## src/rtl/xfc_pkg.sv

```systemverilog
package xfc_pkg;

  typedef enum logic [1:0] {
    ACC_LOAD  = 2'd0,
    ACC_STORE = 2'd1,
    ACC_FETCH = 2'd2,
    ACC_ALT   = 2'd3
  } acc_e;

  typedef enum logic [2:0] {
    EXC_NONE  = 3'd0,
    EXC_ISEG  = 3'd1,
    EXC_DSEG  = 3'd2,
    EXC_ISTOR = 3'd3,
    EXC_DSTOR = 3'd4
  } exc_e;

  localparam int PERM_RD = 0;
  localparam int PERM_WR = 1;
  localparam int PERM_EX = 2;

  localparam logic [31:0] CODE_NOEXEC  = 32'h1000_0000;
  localparam logic [31:0] CODE_NOENTRY = 32'h4000_0000;
  localparam logic [31:0] CODE_DENIED  = 32'h0800_0000;
  localparam logic [31:0] STAT_STORE   = 32'h0200_0000;

  typedef struct packed {
    logic        fault;
    exc_e        exc;
    logic [31:0] err;
    logic        far_we;
    logic        dsisr_we;
    logic [31:0] dsisr;
    logic [2:0]  perm;
  } verdict_t;

endpackage

```

## src/rtl/xfc_perm_eval.sv

```systemverilog
module xfc_perm_eval
  import xfc_pkg::*;
(
  input  logic [1:0] acc,
  input  logic [2:0] pte_perm,
  input  logic       pte_changed,
  output logic       violate,
  output logic [2:0] granted
);

  logic [2:0] need;
  logic       is_store;

  always_comb begin
    need = '0;
    unique case (acc)
      ACC_STORE: need[PERM_WR] = 1'b1;
      ACC_FETCH: need[PERM_EX] = 1'b1;
      default:   need[PERM_RD] = 1'b1;
    endcase
  end

  assign is_store = (acc == ACC_STORE);
  assign violate  = |(need & ~pte_perm);

  always_comb begin
    granted = pte_perm;
    if (!is_store && !pte_changed) granted[PERM_WR] = 1'b0;
  end

endmodule

```

## src/rtl/xfc_classify.sv

```systemverilog
module xfc_classify
  import xfc_pkg::*;
(
  input  logic       is_fetch,
  input  logic       is_store,
  input  logic       bypass,
  input  logic       seg_hit,
  input  logic       seg_no_exec,
  input  logic       pte_hit,
  input  logic       violate,
  input  logic [2:0] granted,
  output verdict_t   verdict
);

  always_comb begin
    verdict      = '0;
    verdict.exc  = EXC_NONE;
    verdict.perm = granted;
    if (bypass) begin
      verdict.perm = 3'b111;
    end else if (!seg_hit) begin
      verdict.fault = 1'b1;
      verdict.perm  = '0;
      if (is_fetch) begin
        verdict.exc = EXC_ISEG;
      end else begin
        verdict.exc    = EXC_DSEG;
        verdict.far_we = 1'b1;
      end
    end else if (is_fetch && seg_no_exec) begin
      verdict.fault = 1'b1;
      verdict.perm  = '0;
      verdict.exc   = EXC_ISTOR;
      verdict.err   = CODE_NOEXEC;
    end else if (!pte_hit || violate) begin
      verdict.fault = 1'b1;
      verdict.perm  = '0;
      if (is_fetch) begin
        verdict.exc = EXC_ISTOR;
        verdict.err = pte_hit ? CODE_DENIED : CODE_NOENTRY;
      end else begin
        verdict.exc      = EXC_DSTOR;
        verdict.far_we   = 1'b1;
        verdict.dsisr_we = 1'b1;
        verdict.dsisr    = (pte_hit ? CODE_DENIED : CODE_NOENTRY)
                         | (is_store ? STAT_STORE : 32'h0);
      end
    end
  end

endmodule

```

## src/rtl/xfc_addr_form.sv

```systemverilog
module xfc_addr_form #(
  parameter int EA_W       = 64,
  parameter int PAGE_BITS  = 12,
  parameter int REAL_DROP  = 4,
  localparam int RPN_W     = EA_W - PAGE_BITS
) (
  input  logic [EA_W-1:0]  ea,
  input  logic [RPN_W-1:0] rpn,
  input  logic             bypass,
  input  logic             fault,
  output logic [EA_W-1:0]  raddr
);

  logic [EA_W-1:0] real_mode_addr;
  logic [EA_W-1:0] paged_addr;

  generate
    if (REAL_DROP > 0) begin : g_drop
      assign real_mode_addr = {{REAL_DROP{1'b0}}, ea[EA_W-REAL_DROP-1:0]};
    end else begin : g_keep
      assign real_mode_addr = ea;
    end
  endgenerate

  assign paged_addr = {rpn, ea[PAGE_BITS-1:0]};

  always_comb begin
    if (fault)       raddr = '0;
    else if (bypass) raddr = real_mode_addr;
    else             raddr = paged_addr;
  end

endmodule

```

## src/rtl/xlat_fault_classifier.sv

```systemverilog
module xlat_fault_classifier
  import xfc_pkg::*;
#(
  parameter int EA_W      = 64,
  parameter int PAGE_BITS = 12,
  parameter int REAL_DROP = 4,
  localparam int RPN_W    = EA_W - PAGE_BITS
) (
  input  logic             clk,
  input  logic             rst_n,
  input  logic             req_valid,
  output logic             req_ready,
  input  logic [EA_W-1:0]  req_ea,
  input  logic [1:0]       req_acc,
  input  logic             instr_reloc_on,
  input  logic             data_reloc_on,
  input  logic             seg_hit,
  input  logic             seg_no_exec,
  input  logic             pte_hit,
  input  logic [2:0]       pte_perm,
  input  logic             pte_changed,
  input  logic [RPN_W-1:0] pte_rpn,
  output logic             rsp_valid,
  input  logic             rsp_ready,
  output logic             rsp_fault,
  output logic [EA_W-1:0]  rsp_raddr,
  output logic [2:0]       rsp_perm,
  output logic [2:0]       rsp_exc,
  output logic [31:0]      rsp_err_code,
  output logic             far_we,
  output logic [EA_W-1:0]  far_val,
  output logic             dsisr_we,
  output logic [31:0]      dsisr_val
);

  logic            is_fetch, is_store, bypass, violate, take;
  logic [2:0]      granted;
  verdict_t        verdict, verdict_q;
  logic [EA_W-1:0] raddr_d, raddr_q, far_q;
  logic            valid_q;

  assign is_fetch = (req_acc == ACC_FETCH);
  assign is_store = (req_acc == ACC_STORE);
  assign bypass   = is_fetch ? !instr_reloc_on : !data_reloc_on;

  xfc_perm_eval u_perm (
    .acc        (req_acc),
    .pte_perm   (pte_perm),
    .pte_changed(pte_changed),
    .violate    (violate),
    .granted    (granted)
  );

  xfc_classify u_cls (
    .is_fetch   (is_fetch),
    .is_store   (is_store),
    .bypass     (bypass),
    .seg_hit    (seg_hit),
    .seg_no_exec(seg_no_exec),
    .pte_hit    (pte_hit),
    .violate    (violate),
    .granted    (granted),
    .verdict    (verdict)
  );

  xfc_addr_form #(
    .EA_W     (EA_W),
    .PAGE_BITS(PAGE_BITS),
    .REAL_DROP(REAL_DROP)
  ) u_addr (
    .ea    (req_ea),
    .rpn   (pte_rpn),
    .bypass(bypass),
    .fault (verdict.fault),
    .raddr (raddr_d)
  );

  assign req_ready = !valid_q || rsp_ready;
  assign take      = req_valid && req_ready;

  always_ff @(posedge clk or negedge rst_n) begin
    if (!rst_n) begin
      valid_q   <= 1'b0;
      verdict_q <= '0;
      raddr_q   <= '0;
      far_q     <= '0;
    end else begin
      if (take) begin
        valid_q   <= 1'b1;
        verdict_q <= verdict;
        raddr_q   <= raddr_d;
        far_q     <= verdict.far_we ? req_ea : '0;
      end else if (rsp_ready) begin
        valid_q <= 1'b0;
      end
    end
  end

  assign rsp_valid    = valid_q;
  assign rsp_fault    = verdict_q.fault;
  assign rsp_raddr    = raddr_q;
  assign rsp_perm     = verdict_q.perm;
  assign rsp_exc      = verdict_q.exc;
  assign rsp_err_code = verdict_q.err;
  assign far_we       = verdict_q.far_we;
  assign far_val      = far_q;
  assign dsisr_we     = verdict_q.dsisr_we;
  assign dsisr_val    = verdict_q.dsisr;

endmodule

```

## config.mk

```make
export PLATFORM = sky130hd
export DESIGN_NAME = xlat_fault_classifier
export DESIGN_NICKNAME = d
export VERILOG_FILES = /design/src/rtl/xfc_pkg.sv /design/src/rtl/xfc_perm_eval.sv /design/src/rtl/xfc_classify.sv /design/src/rtl/xfc_addr_form.sv /design/src/rtl/xlat_fault_classifier.sv
export SDC_FILE = /design/constraint.sdc
export NUM_CORES = 1
export LEC_CHECK = 0
export BUFFER_PORTS_ARGS = -buffer_cell sky130_fd_sc_hd__buf_2
export CORE_MARGIN = 1.5
export CORE_UTILIZATION = 30
export CTS_BUF_LIST = sky130_fd_sc_hd__clkbuf_8
export CTS_CLUSTER_SIZE = 28
export DETAILED_ROUTE_END_ITERATION = 10
export PLACE_DENSITY = 0.49
export SYNTH_ARGS = -nofsm -noshare
export SYNTH_HDL_FRONTEND = slang
export SYNTH_HIERARCHICAL = 1
export SYNTH_SLANG_ARGS = --single-unit
```

## constraint.sdc

```tcl
create_clock -name clk -period 3.5 [get_ports clk]
set_input_delay 0.525 -clock clk [delete_from_list [all_inputs] [get_ports clk]]
set_output_delay 0.525 -clock clk [all_outputs]
set_load 0.005 [all_outputs]
```

Word-level counts from Yosys, hierarchy flattened
Index checks and enable logic that the tools add are counted.

operators by class
  equality and inequality tests = 2
  multiplexer cells = 28
  bitwise operators = 3
  reduce and logical (&&, ||, !) cells = 14

operators with widths
  cell                  count
  $mux W64              3
  $mux W73              1
  $mux W70              1
  $mux W34              2
  $mux W32              2
  $mux W36              1
  $mux W33              1
  $or A32 B32 Y32       1
  $mux W31              1
  $mux W26              1
  $mux W3               4
  $mux W1               9
  $logic_not A1 Y1      6
  $mux W4               1
  $and A3 B3 Y3         1
  $logic_and A1 B1 Y1   3
  $not A3 Y3            1
  $reduce_or A3 Y1      1
  $eq A2 B1 Y1 const B  1
  $eq A2 B2 Y1 const B  1
  $logic_or A1 B1 Y1    2
  $mux W2               1
  $reduce_bool A2 Y1    1
  $reduce_or A2 Y1      1

storage, ports and cells
  flip-flop bits (word level) = 202
  input bits = 131
  output and inout port bits = 203
  logic and storage cells = 57

Longest topological paths before layout
Gate-level depths: netlist of run 1.

  depth after elaboration = 11
  mapped depth = 11
  mapped depth without buffers = 9

Modules after synthesis
Netlist of run 1, hierarchy kept.

modules (own cells, without submodules)
  module                 instances  cells each  area each (um2)  seq. area each (um2)
  xlat_fault_classifier  1          566         8588.2           5054.8
  xfc_addr_form          1          126         860.8            0.0
  xfc_classify           1          85          618.1            0.0
  xfc_perm_eval          1          11          83.8             0.0

Worst setup path before layout of run 1
No wires, ideal clock.

  kind = input -> register
  from = in req_acc[0]
  to = reg raddr_q[20] (netlist: rsp_raddr[20])
  setup time = 125 ps
  data arrival time = 2223 ps
  data required time = 3375 ps
  path slack = 1152 ps
  stages = 11
  buffers on the path = 3
  cell sequence = inv_1 ha_1 inv_1 o221ai_2 and3b_1 clkbuf_1 a21oi_1 buf_2 clkbuf_1 nor2_1 mux2_4

RTL lines
  element               line                         text
  from (decl)           xlat_fault_classifier.sv:14  input logic [1:0] req_acc,
  to (signal assigned)  xlat_fault_classifier.sv:91  raddr_q <= raddr_d;
  to (decl)             xlat_fault_classifier.sv:39  logic [EA_W-1:0] raddr_d, raddr_q, far_q;

Worst setup path after layout of run 1
  from = in req_acc[1]
  to = reg raddr_q[62] (netlist: rsp_raddr[62])

between the ends
  elaborated cells on any way between the ends = 17
  classes of those cells = 2 x eq/ne; 10 x mux; 1 x bitwise; 4 x reduce/logical

RTL lines
  element                               line                                     text
  $eq A2 B2 Y1 (*)                      xlat_fault_classifier.sv:42              assign is_fetch = (req_acc == ACC_FETCH);
  via is_fetch                          xlat_fault_classifier.sv:36              logic is_fetch, is_store, bypass, violate, take;
  $mux W1 (*)                           xlat_fault_classifier.sv:44              assign bypass = is_fetch ? !instr_reloc_on : !data_reloc_on;
  via bypass                            xlat_fault_classifier.sv:36
  $mux W64 or $mux W70 (tied branches)  xfc_addr_form.sv:29, xfc_classify.sv:19
  $mux W64 (*)                          xfc_addr_form.sv:28                      if (fault) raddr = '0;
  via raddr_d[62]                       xlat_fault_classifier.sv:39

Mark *: on every way through the listed nets, which the timed path passes. The rest lies on a longest branch.
A chain may end at the register's enable or synchronous reset.

==> results.yml, run 1 <==
critical_path:
  worstSetupPathType: "in2reg"
  slowest_stage: "mux2i_4"
  slowest_delay_ns: 0.52
  cp_cell_sequence: "buf_2, nor2b_1, buf_4, mux2i_4, buf_4, nor2_1, and2_1, mux2_4"
  cp.arrival_ns: 2.52
  start_kind: "primary input"
  critPathCaptureType: "flop"
  worstPathRequired_ns: 3.91
  path_common_cell: "buf_4"
  cp_max_fo: 16
routing:
  via_per_inst: 4.11
  drc: 0
  ant_nets: 0
  drt_iter0_drc: 145
  vias: 6614
  wl_mm: 25.8
  wl_per_cell_um: 16.0
  drtPass1Iterations: 4
die:
  core_um2: 33400
  die_height_um: 187
  pin_count: 334
  num_rows: 67
  fp.dieW_um: 187
  fp.dieArea_um2: 34900
  start_util_pct: 30.3
place:
  dp_cells: 1540
  io_buffers: 333
  place_area_um2: 12000
  hpwl_mm: 17.5
  gp_congestion: 0.745
clocking:
  clk_path_buf_depth: 3
  cts.sinks: 202
  worstSkewPairLatency_ns: 0.53
  cts_made_buffers: 40
  htree_levels: 2
  tritoncts: "yes"
  cts_setup_buffers: 0
  cts_resized: 0
  clk_pin_slew_ns: 0.06
  hold_buffers: 0
  cts_root_buf: "clkbuf_8"
synth:
  ys_types: 31
  synth.avg_cell_area_um2: 12.9
  yosys.area.top_type: "dfrtp_1"
  synth_top_cells_by_area: "dfrtp_1 (50%), mux2_4 (19%), mux2i_1 (11%), buf_4 (5.2%), inv_1 (2.6%)"
  synthesis.area_um2: 10200
  async_reset_ff_share_pct: 100
  synth_seq_cells: 202
  yosysWarnings: 6
  ys_top_cells_by_count: "dfrtp_1 (202), mux2_4 (126), mux2i_1 (113)"
  ys.flop_type: "dfrtp_1"
  synth_enable_flop_cells: 0
  synth_top_area_share_pct: 49.8
  synth-seq-area-share_pct: 49.8
  synth_cells: 788
  synth.most_common_cell: "dfrtp_1"
sta:
  grt_setup_unrepaired: "false"
  clock.fmax_mhz: 474
  maxSlewHeadroom_pct: 50.4
  setup_viol: 0
  drv_slew: 0
  period_minus_slack_ns: 2.11
  period_share_pct: 60.3
  worst_pin_slew_ns: 0.744
  final.setup.tns_ns: 0
  hold_viol_final: 0
  skew_ns: 0.00800
grt:
  grt_pass1_vias: 6919
  antenna_found_initial: 1
  grt_max_degree: 76
  grt_usage_pct: 14.6
  grt-ovfl-total: 0
  grt_pass1_wl_mm: 40.5
cells_and_area:
  design_area_um2: 12800
  instances_no_fill: 1611
  area_growth_pct: 26.0
  drive_gt1_share_pct: 48.2
  nNetsFinal: 1267
  diodes: 0
job:
  max_cap_viol_count: 0
power:
  cellPowerDensity_nw_per_um2: 523
  leakagePower_nw: 7.16
  ir_worst_vdd_mv: 0.246
run_status:
  status: "complete, no violations"
worst_hold_path:
  hold_class: "in2async"
==> worst max-delay path, delay by kind of cell <==
kind	cells	cell delay, ns
simple gates	3	0.49
buf+inv	3	0.71
mux	2	0.78
==> worst paths after layout <==
kind / from / end / slack [ns] / cells past startpoint
worst max-delay path: req_acc[1] / rsp_raddr[62] / 1.39 / 8
worst min-delay path: rst_n / far_val[43] / 0.04 / 1
worst max register to register: rsp_valid / rsp_raddr[38] / 1.55 / 4
worst min register to register: rsp_err_code[25] / rsp_err_code[25] / 0.50 / 1
max in group asynchronous: rst_n / rsp_raddr[53] / 2.60 / 2
min in group clk: req_ea[61] / far_val[61] / 0.24 / 3
==> cell type report <==
cell class | count | area, um^2
flip-flops and latches | 202 | 5050
multi-input cells | 469 | 4180
repair buffers | 352 | 1920
clock inverters | 20 | 115
inverters | 69 | 259
well taps | 448 | 561
fillers | 3352 | 20700
clock buffers | 51 | 702
==> flip-flops by register name, summed over array words and instances, names as in the netlist, 3 cells and up <==
signal and cells:
rsp_exc 3, far_val 64, rsp_perm 3, rsp_raddr 64, rsp_err_code 32, dsisr_val 32
==> report_power, final <==
group / internal, mW / switching (mW) / leakage, nW
clock network: 1.38 / 1.05 / 0.465
registers: 2.67 / 0.182 / 2.55
logic: 0.780 / 0.628 / 4.14
total: 4.83 / 1.86 / 7.16
==> logic make-up (layout without fill, tap and decap cells) <==
family          after synthesis  after routing  synth area share [%]
xor+xnor                      1              1                0.0863
mux                         250            250                  31.0
compound gates                8              8                 0.666
flops                       202            202                  49.8
fa+ha+maj                     2              2                 0.246
other cells                   1             58                0.0369
simple gates                150            150                  6.63
buf+inv                     174            492                  11.5
==> placed cells by master, fill, tap and decap left out, types with 3 or more instances in the layout <==
cell type / count
nor2b_1: 15
conb_1: 58
buf_4: 11
nand2b_1: 3
buf_12: 8
nand2_1: 66
nor2_1: 52
mux2_4: 126
mux2_2: 11
inv_1: 81
clkbuf_8: 52
a31o_2: 3
buf_2: 332
and2_1: 4
dfrtp_1: 202
clkinv_2: 5
mux2i_1: 112
==> layer usage <==
| layer | vias up | part of all wire (%) | global-route usage, % |
|---|---|---|---|
| li1 | 3162 | - | - |
| met3 | 49 | 6.6 | 4.22 |
| met5 | - | 0.050 | 0 |
| met2 | 214 | 47 | 23.8 |
| met4 | 2 | 2.2 | 4.34 |
| met1 | 3187 | 44 | 18.7 |
==> metrics by stage <==
step	power, mW	utilization (%)	setup WS [ns]	hold WS (ns)
3_5_place_dp	4.32	35.8	0.783	0.487
5_1_grt	7.07	38.2	1.26	0.0618
4_1_cts	6.84	38.2	1.37	0.0314
2_1_floorplan	3.72	-	1.15	0.229
3_3_place_gp	4.31	35.8	0.883	0.484
6_report	6.69	38.2	1.39	0.0362
(Power assumes the default switching activity.)
==> run 2: changes to the inputs <==
--- a/config.mk
+++ b/config.mk
@@ -11,7 +11,7 @@
 export CTS_BUF_LIST = sky130_fd_sc_hd__clkbuf_8
 export CTS_CLUSTER_SIZE = 28
 export DETAILED_ROUTE_END_ITERATION = 10
-export PLACE_DENSITY = 0.49
+export PLACE_DENSITY = 0.51
 export SYNTH_ARGS = -nofsm -noshare
 export SYNTH_HDL_FRONTEND = slang
 export SYNTH_HIERARCHICAL = 1
==> constraint.sdc (replaced) <==
create_clock -name clk -period 1.8 [get_ports clk]
set_input_delay 0.27 -clock clk [delete_from_list [all_inputs] [get_ports clk]]
set_output_delay 0.27 -clock clk [all_outputs]
set_load 0.005 [all_outputs]
==> results.yml, run 2 (synthesized netlist as in run 1, its figures left out) <==
sta:
  period_minus_slack_ns: 1.63
  drv_slew: 0
  clock.fmax_mhz: 614
  hold_viol_final: 0
  setup_ws_ns: 0.172
  setup_viol: 0
  skew_ns: 0.00671
  grt_setup_unrepaired: "false"
  period_share_pct: 90.4
power:
  ir_worst_vdd_mv: 0.453
  cellPowerDensity_nw_per_um2: 931
  power_mw: 12.8
  leakagePower_nw: 7.61
grt:
  grt-ovfl-total: 0
  antenna_found_initial: 1
  grt_max_degree: 47
  grt_usage_pct: 15.1
  grt_pass1_vias: 7391
  grt_pass1_wl_mm: 41.9
cells_and_area:
  final_common_cell: "buf_2"
  instances_no_fill: 1706
  design_area_um2: 13700
  drive_gt1_share_pct: 47.6
  layout_common_cells: "buf_2 (332), dfrtp_1 (202), mux2_4 (126)"
  area_growth_pct: 35.3
  final_core_util_pct: 41.1
  nNetsFinal: 1364
critical_path:
  critPathCaptureType: "flop"
  cp_max_fo: 24
  cp.arrival_ns: 2.06
  worstPathRequired_ns: 2.23
  worstSetupPathType: "in2reg"
  start_kind: "primary input"
clocking:
  tritoncts: "yes"
  hold_buffers: 59
  cts.sinks: 202
  cts_root_buf: "clkbuf_8"
  worstSkewPairLatency_ns: 0.52
  clk_pin_slew_ns: 0.06
  htree_levels: 2
  clk_path_buf_depth: 3
  cts_setup_buffers: 0
  cts_resized: 0
  cts_made_buffers: 39
routing:
  wl_per_cell_um: 15.4
  drtPass1Iterations: 4
  drc: 0
  vias: 7020
  ant_nets: 0
  wl_mm: 26.3
  via_per_inst: 4.11
  drt_iter0_drc: 210
run_status:
  status: "complete, no violations"
die:
  fp.dieW_um: 187
  start_util_pct: 30.3
  num_rows: 67
  fp.dieArea_um2: 34900
  die_height_um: 187
  pin_count: 334
  core_um2: 33400
worst_hold_path:
  hold_class: "in2reg"
place:
  hpwl_mm: 19.0
  gp_congestion: 0.785
  dp_cells: 1579
  io_buffers: 333
  place_ws_ns: -0.391
  place_area_um2: 12400
job:
  max_cap_viol_count: 0
## run 2: changes by cell type in the layout (fill, tap and decap cells not counted), sizes merged
cell | previous run | this run
dlygate4sd3 | 0 | 59
buf | 351 | 390
clkbuf | 52 | 47
clkinv | 5 | 7
clkinvlp | 2 | 0
inv | 81 | 83
bufinv | 1 | 0
diode | 0 | 1
## run 2: critical path, stage by stage
cell	delay [ns]
buf_2	0.21
inv_12	0.03
ha_4	0.25
inv_2	0.03
o221ai_2	0.12
and3b_1	0.24
buf_4	0.17
nor3_2	0.13
buf_4	0.32
nand2_1	0.11
mux2i_1	0.15
## run 2: per-stage QoR
| stage | hold WS, ns | TNS (ns) |
|---|---|---|
| floorplan | -0.0256 | -5.38 |
| global placement | 0.270 | -39.69 |
| detailed placement | 0.275 | -42.85 |
| CTS | 0.00202 | 0 |
| global route | 0.0122 | 0 |
| finish | 0.0361 | 0 |
## run 2: final timing paths
path	from	endpoint	slack [ns]	depth (start not counted)
max in group asynchronous	rst_n	rsp_raddr[43]	0.89	3
max	req_acc[0]	far_val[45]	0.17	11
min in group asynchronous	rst_n	rsp_raddr[36]	0.28	2
max reg2reg	rsp_valid	rsp_raddr[2]	0.32	4
min reg2reg	rsp_err_code[23]	rsp_err_code[23]	0.50	1
min	req_ea[55]	far_val[55]	0.04	3
## run 2: routing by layer
metal  GRT usage, %  vias up  wire length, um  part of all wire (%)
li1               -     3358                -                     -
met2           25.3      207            12900                    49
met5              0        -                0                     0
met1           18.9     3396            11300                    43
met3           3.38       59             1340                   5.1
met4           5.68        0              847                   3.2
## run 2: area by class of cell
cell class | instances | area, um^2
repair buffers | 450 | 2930
clock inverters | 21 | 87.6
diodes | 1 | 2.50
well taps | 448 | 561
clock buffers | 46 | 633
flip-flops and latches | 202 | 5050
fillers | 3280 | 19700
multi-input cells | 469 | 4190
inverters | 69 | 272
## run 2: report_power, final
part	switching, mW	total [mW]	internal, mW
clock network	1.94	4.25	2.31
logic	1.27	2.99	1.72
registers	0.350	5.54	5.19
total	3.56	12.8	9.22
==> run 3: changes to the inputs <==
--- a/config.mk
+++ b/config.mk
@@ -12,6 +12,7 @@
 export CTS_CLUSTER_SIZE = 28
 export DETAILED_ROUTE_END_ITERATION = 10
 export PLACE_DENSITY = 0.51
+export RECOVER_POWER = 25
 export SYNTH_ARGS = -nofsm -noshare
 export SYNTH_HDL_FRONTEND = slang
 export SYNTH_HIERARCHICAL = 1
==> constraint.sdc (replaced) <==
create_clock -name clk -period 1.3 [get_ports clk]
set_input_delay 0.195 -clock clk [delete_from_list [all_inputs] [get_ports clk]]
set_output_delay 0.195 -clock clk [all_outputs]
set_load 0.005 [all_outputs]
==> results.yml, run 3 (synthesized netlist as in run 1, its figures left out) <==
cells_and_area:
  nNetsFinal: 1407
  drive_gt1_share_pct: 49.9
  layout_common_cells: "buf_2 (330), dfrtp_1 (202), mux2_4 (129)"
  final_core_util_pct: 43.5
  n_fill_cell: 3198
  area_growth_pct: 43.3
  instances_no_fill: 1748
  design_area_um2: 14600
  diodes: 0
  final_common_cell: "buf_2"
clocking:
  htree_levels: 2
  cts_root_buf: "clkbuf_8"
  cts_made_buffers: 38
  worstSkewPairLatency_ns: 0.52
  clk_pin_slew_ns: 0.06
  tritoncts: "yes"
  clk_path_buf_depth: 3
  cts.sinks: 202
grt:
  grt_usage_pct: 15.6
  grt_max_degree: 63
  antenna_found_initial: 0
  grt_pass1_wl_mm: 43.4
  grt-ovfl-total: 0
  grt_pass1_vias: 7745
routing:
  drtPass1Iterations: 4
  vias: 7267
  via_per_inst: 4.16
  drc: 0
  wl_mm: 27.9
  drt_iter0_drc: 223
  ant_nets: 0
  wl_per_cell_um: 16.0
place:
  io_buffers: 333
  hpwl_mm: 18.9
  place_area_um2: 12600
  dp_cells: 1598
  gp_congestion: 0.780
critical_path:
  path_common_cell: "buf_12"
  cp_max_fo: 8
  critPathLaunch: "req_acc[0]"
  worstSetupPathType: "in2reg"
  r2r_start: "rsp_valid"
  slowest_delay_ns: 0.26
  slowest_stage: "mux2_4"
  cp.arrival_ns: 1.95
  cp_cell_sequence: "buf_12, inv_12, ha_4, inv_2, o221ai_2, and3b_2, buf_6, a21oi_4, buf_6, buf_12, buf_12, nor2_1, mux2_4"
  worstPathRequired_ns: 1.70
  start_kind: "primary input"
  critPathCaptureType: "flop"
power:
  power_mw: 18.8
  ir_worst_vdd_mv: 0.692
  leakagePower_nw: 7.96
  cellPowerDensity_nw_per_um2: 1290
sta:
  worst_pin_slew_ns: 0.638
  drv_slew: 0
  period_share_pct: 120
  hold_viol_final: 0
  grt_setup_unrepaired: "true"
  setup_ws_ns: -0.254
  skew_ns: 0.0138
  maxSlewHeadroom_pct: 57.5
  setup_viol: 231
  period_minus_slack_ns: 1.55
  clock.fmax_mhz: 644
job:
  max_cap_viol_count: 0
run_status:
  status: "finished with violations"
  violations: "negative setup slack"
die:
  fp.dieArea_um2: 34900
  num_rows: 67
  fp.dieW_um: 187
  core_um2: 33400
  pin_count: 334
  start_util_pct: 30.3
  die_height_um: 187
worst_hold_path:
  hold_class: "in2reg"
  worstHoldStart: "pte_rpn[24]"
## run 3: cell count changes in the layout (fill, tap and decap cells not counted), moves of 4 or more
cell and delta:
nor2_1 -14, nor2_4 +5, dlygate4sd3_1 +12, clkinv_2 -4, and2_4 +4, and2_1 -4, buf_12 +7, clkbuf_16 +5
buf_6 +10, nor2_2 +9
## run 3: cell type report
| class | instances | area, um^2 | share of cell area (%) |
|---|---|---|---|
| inverter | 69 | 272 | 1.87 |
| timing repair buffer | 494 | 3570 | 24.5 |
| clock inverter | 19 | 154 | 1.06 |
| multi-input combinational | 469 | 4290 | 29.5 |
| sequential | 202 | 5050 | 34.7 |
| clock buffer | 47 | 647 | 4.45 |
| tap | 448 | 561 | 3.85 |
## run 3: worst max-delay path: cells and delay by family
kind                       cells  cell delay (ns)
buffers and inverters          7             0.67
and+or+nand+nor                2             0.29
AOI/OAI and AO/OA              2             0.28
muxes                          1             0.26
adders and majority gates      1             0.24
## run 3: timing repair
item                                   in CTS  in global routing
hold buffers                               71                  0
gates resized for setup                    45                 15
pin swaps                                  12                  7
gates cloned                                3                  6
setup endpoints to repair                 204                234
endpoints found under the hold margin     228                  0
setup buffers                               4                  0
## run 3: per-stage QoR
| step | hold WS (ns) | TNS, ns | setup slack (ns) |
|---|---|---|---|
| 6_report | 0.0578 | -27.43 | -0.254 |
| 5_1_grt | 0.0393 | -52.77 | -0.295 |
| 4_1_cts | 0.0177 | -28.91 | -0.189 |
| 3_5_place_dp | 0.0871 | -115.85 | -0.856 |
| 3_3_place_gp | 0.0891 | -111.61 | -0.806 |
| 2_1_floorplan | -0.101 | -57.88 | -0.510 |
## run 3: report_power, final
part / switching [mW] / leakage (nW) / internal [mW]
registers: 0.493 / 2.55 / 7.19
clock network: 2.71 / 0.461 / 3.84
logic: 1.90 / 4.95 / 2.66
## run 3: path summary, 6_finish.rpt
path / endpoint / slack (ns) / depth (start not counted)
max in group asynchronous: rsp_err_code[31] / -0.02 / 4
hold reg to reg: dsisr_val[31] / 0.50 / 1
hold / removal: rsp_raddr[36] / 0.06 / 4
setup reg to reg: rsp_raddr[25] / -0.16 / 4
min in group asynchronous: far_val[38] / 0.24 / 2
setup / recovery: rsp_raddr[46] / -0.25 / 13
## run 3: metal layers
layer	part of all wire [%]	wire (um)	track usage (%)	up-vias
li1	-	-	-	3436
met1	44	12400	19.9	3534
met2	47	13000	25.4	243
met3	6.4	1790	4.22	54
met4	2.7	748	5.37	0
met5	0	0	0	-
